**src/rtl/rtt_pkg.sv**
```systemverilog
package rtt_pkg;
   localparam int unsigned RTT_CNT_W     = 8;
   localparam int unsigned RTT_NIB_W     = 4;
   localparam int unsigned RTT_NUM_RATES = 4;

   // Per-cycle command presented to the counter core
   typedef struct packed {
      logic load;
      logic step;
   } rtt_ctl_t;
endpackage

```
**src/rtl/rtt_rate_mux.sv**
```systemverilog
module rtt_rate_mux #(
   parameter int unsigned NUM_RATES = 4,
   localparam int unsigned SEL_W = (NUM_RATES > 1) ? $clog2(NUM_RATES) : 1
) (
   input  logic [NUM_RATES-1:0] rate_stb,
   input  logic [SEL_W-1:0]     rate_sel,
   input  logic                 run_en,
   output logic                 step
);
   logic [NUM_RATES-1:0] hit;

   generate
      if (NUM_RATES == 1) begin : g_single
         assign hit = rate_stb;
      end else begin : g_decode
         for (genvar g = 0; g < NUM_RATES; g++) begin : g_tap
            assign hit[g] = rate_stb[g] && (rate_sel == SEL_W'(g));
         end
      end
   endgenerate

   assign step = run_en && (|hit);
endmodule

```
**src/rtl/rtt_reload_reg.sv**
```systemverilog
module rtt_reload_reg #(
   parameter int unsigned CNT_W = 8,
   parameter int unsigned NIB_W = 4
) (
   input  logic             clk,
   input  logic             rst_n,
   input  logic             wr_lo,
   input  logic             wr_hi,
   input  logic [NIB_W-1:0] wr_data,
   output logic [CNT_W-1:0] load_val,
   output logic [CNT_W-1:0] reload_q
);
   logic [NIB_W-1:0] stage_lo;

   assign load_val = {wr_data, stage_lo};

   always_ff @(posedge clk or negedge rst_n) begin
      if (!rst_n) begin
         stage_lo <= '0;
         reload_q <= '0;
      end else begin
         if (wr_lo) stage_lo <= wr_data;
         if (wr_hi) reload_q <= load_val;
      end
   end
endmodule

```
**src/rtl/rtt_up_counter.sv**
```systemverilog
module rtt_up_counter
   import rtt_pkg::*;
#(
   parameter int unsigned CNT_W = 8
) (
   input  logic             clk,
   input  logic             rst_n,
   input  rtt_ctl_t         ctl,
   input  logic [CNT_W-1:0] load_val,
   input  logic [CNT_W-1:0] reload_val,
   output logic [CNT_W-1:0] count_q,
   output logic             irq_pulse
);
   logic [CNT_W-1:0] inc_val;
   logic [CNT_W-1:0] step_val;
   logic             at_top;

   assign inc_val  = count_q + 1'b1;
   assign at_top   = &count_q;
   assign step_val = at_top ? reload_val : inc_val;

   always_ff @(posedge clk or negedge rst_n) begin
      if (!rst_n) begin
         count_q   <= '0;
         irq_pulse <= 1'b0;
      end else if (ctl.load) begin
         count_q   <= load_val;
         irq_pulse <= 1'b0;
      end else if (ctl.step) begin
         count_q   <= step_val;
         irq_pulse <= &step_val;
      end else begin
         irq_pulse <= 1'b0;
      end
   end
endmodule

```
**src/rtl/reload_tick_timer.sv**
```systemverilog
module reload_tick_timer
   import rtt_pkg::*;
#(
   parameter int unsigned CNT_W     = RTT_CNT_W,
   parameter int unsigned NIB_W     = RTT_NIB_W,
   parameter int unsigned NUM_RATES = RTT_NUM_RATES,
   localparam int unsigned SEL_W = (NUM_RATES > 1) ? $clog2(NUM_RATES) : 1
) (
   input  logic                 clk,
   input  logic                 rst_n,
   input  logic [NUM_RATES-1:0] rate_stb,
   input  logic [SEL_W-1:0]     rate_sel,
   input  logic                 run_en,
   input  logic                 wr_lo,
   input  logic                 wr_hi,
   input  logic [NIB_W-1:0]     wr_data,
   input  logic                 rd_hi,
   output logic [NIB_W-1:0]     rd_nib,
   output logic [CNT_W-1:0]     count_q,
   output logic                 irq_pulse
);
   generate
      if (CNT_W != 2 * NIB_W) begin : g_bad_width
         $error("reload_tick_timer: CNT_W must be twice NIB_W");
      end
      if (NUM_RATES < 1) begin : g_bad_rates
         $error("reload_tick_timer: NUM_RATES must be at least 1");
      end
   endgenerate

   rtt_ctl_t         ctl;
   logic             step;
   logic [CNT_W-1:0] load_val;
   logic [CNT_W-1:0] reload_q;

   rtt_rate_mux #(.NUM_RATES(NUM_RATES)) u_mux (
      .rate_stb (rate_stb),
      .rate_sel (rate_sel),
      .run_en   (run_en),
      .step     (step)
   );

   rtt_reload_reg #(.CNT_W(CNT_W), .NIB_W(NIB_W)) u_reload (
      .clk      (clk),
      .rst_n    (rst_n),
      .wr_lo    (wr_lo),
      .wr_hi    (wr_hi),
      .wr_data  (wr_data),
      .load_val (load_val),
      .reload_q (reload_q)
   );

   assign ctl.load = wr_hi;
   assign ctl.step = step;

   rtt_up_counter #(.CNT_W(CNT_W)) u_cnt (
      .clk        (clk),
      .rst_n      (rst_n),
      .ctl        (ctl),
      .load_val   (load_val),
      .reload_val (reload_q),
      .count_q    (count_q),
      .irq_pulse  (irq_pulse)
   );

   assign rd_nib = rd_hi ? count_q[CNT_W-1:NIB_W] : count_q[NIB_W-1:0];
endmodule

```
**config.mk**
```make
export PLATFORM = sky130hd
export DESIGN_NAME = reload_tick_timer
export DESIGN_NICKNAME = d
export VERILOG_FILES = /design/src/rtl/rtt_pkg.sv /design/src/rtl/rtt_rate_mux.sv /design/src/rtl/rtt_reload_reg.sv /design/src/rtl/rtt_up_counter.sv /design/src/rtl/reload_tick_timer.sv
export SDC_FILE = /design/constraint.sdc
export NUM_CORES = 1
export LEC_CHECK = 0
export ABC_AREA = 1
export BUFFER_PORTS_ARGS = -buffer_cell sky130_fd_sc_hd__buf_2
export CORE_MARGIN = 2
export CORE_UTILIZATION = 23
export CTS_CLUSTER_DIAMETER = 80
export CTS_CLUSTER_SIZE = 40
export DETAILED_ROUTE_END_ITERATION = 7
export PLACE_DENSITY_LB_ADDON = 0.12
export SLEW_MARGIN = 20
export SYNTH_ARGS = -nofsm -noshare
export SYNTH_HDL_FRONTEND = slang
export SYNTH_SLANG_ARGS = --single-unit
```
**constraint.sdc**
```tcl
create_clock -name clk -period 1.9 [get_ports clk]
set_input_delay 0.57 -clock clk [delete_from_list [all_inputs] [get_ports clk]]
set_output_delay 0.57 -clock clk [all_outputs]
set_load 0.02 [all_outputs]
```
==> impl_metrics.toml <==
[grt]
gr-usage-all-layers_pct = 11.4
antenna_found_initial = 0
grt_max_degree = 22
grt_pass1_vias = 1153
grt_pass1_wl_mm = 5.46
grt.overflow.total = 0

[die]
die_h_um = 76.3
core_um2 = 5070
fp-row-count = 26
die_area_um2 = 5830
start_util_pct = 23.7
ios = 29
die_width_um = 76.3

[timing]
fin_tns_setup_ns = 0
setup_viol = 0
slew_violations = 0
rsz0062_at_grt = "no"
finClkSkew_ns = 0.00405
tightest_slew_ns = 0.486
max_freq_mhz = 572
hold_violations = 0
finalCritPeriodShare_pct = 92.0
timing.hold.ws_ns = 0.270
finalCriticalPeriod_ns = 1.75
max_slew_margin_pct = 67.6

[clocking]
insertion_delay_ns = 0.25
post-cts-setup-buffers = 0
cts_buffers = 3
h-tree-depth = 1
cts_tree = "yes"
clockRootBuffer = "clkbuf_8"
clockBufferDepth = 2
path_clk_slew_ns = 0.08
ctsResizeCount = 0
cts.sinks = 21
holdBufCountCts = 0

[placement]
post_dp_cell_area_um2 = 1460
place.gp.congestion = 0.813
dp_hpwl_mm = 2.50
io_buffer_count = 28

[synth]
yosysTopAreaCell = "dfrtp_1"
synth.area.top_cells = "dfrtp_1 44%, nand2_1 17%, nand3_1 8.3%"
synth_cells = 156
seq_area_frac_synth_pct = 43.7
syn_avg_cell_area_um2 = 7.72
synth_cell_type_count = 20
netlist_area_um2 = 1200
synth_nets = 173
ys_ff_latch = 21
synth_top_area_share_pct = 43.7
ys.warnings.count = 0

[layout]
drive_above_1_share_pct = 26.4
final_area_um2 = 1520
area_delta_synth_final_pct = 26.1
final_common_cell = "nand2_1"
mostFrequentLayoutCells = "56 x nand2_1, 28 x buf_2, 21 x dfrtp_1"
diodes = 0
final_nets = 211

[critical_path]
cp-end-kind = "output port"
path_class = "flip-flop to output port"
crit_arrival_ns = 1.18
r2r_cells = 9
startpoint = "u_cnt.count_q[3]"
r2r-start = "u_cnt.count_q[1]"
start_kind = "flip-flop"
cp_max_fo = 5
crit_required_ns = 1.33

[route]
wl_per_cell_um = 11.9
ant_nets = 0
first_iter_violations = 65
dr_total_vias = 1124
vias_per_cell = 4.27
wl_mm = 3.12
remaining_drc_errors = 0
dr.pass1.iters = 4

[pwr]
powerDensity_nw_per_um2 = 776
total_power_uw = 1180
peakVddDrop_mv = 0.200
power_leakage_uw = 0.000824

[job]
drv_cap = 0

[min_path]
hold_path_class = "input port to async pin"

[outcome]
status = "completed"
logic make-up (layout without fill, tap and decap cells):
family / Yosys count / in the layout / synth area share, %
and+or+nand+nor: 95 / 95 / 37.6
DFF: 21 / 21 / 43.7
buffers and inverters: 18 / 55 / 5.61
AOI/OAI and AO/OA: 16 / 16 / 7.59
muxes: 4 / 4 / 3.74
adders and majority gates: 1 / 1 / 1.04
xor gates and xnor gates: 1 / 1 / 0.728
power breakdown:
part	switching (µW)	internal [µW]	total, µW	leakage (µW)
logic	216	130	347	0.000546
registers	48.7	496	544	0.000256
clock network	138	149	287	0.0000228
synthesized netlist by cell type:
library cell	instances
nand2_1	56
dfrtp_1	21
nand3_1	20
inv_1	17
nor2_1	8
o21ai_0	8
a21oi_1	4
mux2_2	4
nand2_2	3
nand2_4	2
nand3b_1	2
nor2_8	2
o211ai_1	2
clkbuf_1	1
ha_1	1
nor2_2	1
nor3_2	1
o21ai_2	1
o21bai_1	1
xnor2_1	1
registers in the layout, indices dropped and copies added (netlist names):
name	flops
u_cnt.count_q	8
u_reload.stage_lo	4
u_reload.reload_q	8
u_cnt.irq_pulse	1
through the flow:
step	utilization (%)	cells	worst slack (ns)
after global placement	28.7	257	0.276
after detailed placement	28.7	257	0.240
after CTS	29.6	261	0.116
final	29.9	263	0.152
after global routing	29.9	263	0.0207
after floorplan	-	156	0.156
final cells by class:
cell class	count	area [µm²]
fill	584	3560
multi-input combinational	117	611
sequential	21	526
timing repair buffer	34	185
tap	70	87.6
inverter	17	63.8
clock buffer	4	45.0
path summary, 6_finish.rpt:
kind                                         to  slack (ns)
max                                   rd_nib[3]        0.15
min in group clk           u_reload.reload_q[4]        0.48
max reg2reg                     u_cnt.irq_pulse        0.34
max in group asynchronous      u_cnt.count_q[0]        1.30
min                        u_reload.stage_lo[2]        0.27
min reg2reg                u_reload.reload_q[4]        0.48
critical path, cell delays in order (launching register included):
cell	delay, ns
dfrtp_1	0.41
inv_1	0.15
o21ai_0	0.18
buf_2	0.18
metal layers:
metal	vias up	share of wire, %	global-route usage [%]
li1	572	-	-
met1	527	46	14.7
met2	23	49	19.8
met3	2	3.5	1.42
met4	0	1.1	3.82
met5	-	0	0
No activity file was read; power rests on OpenSTA's default activity.
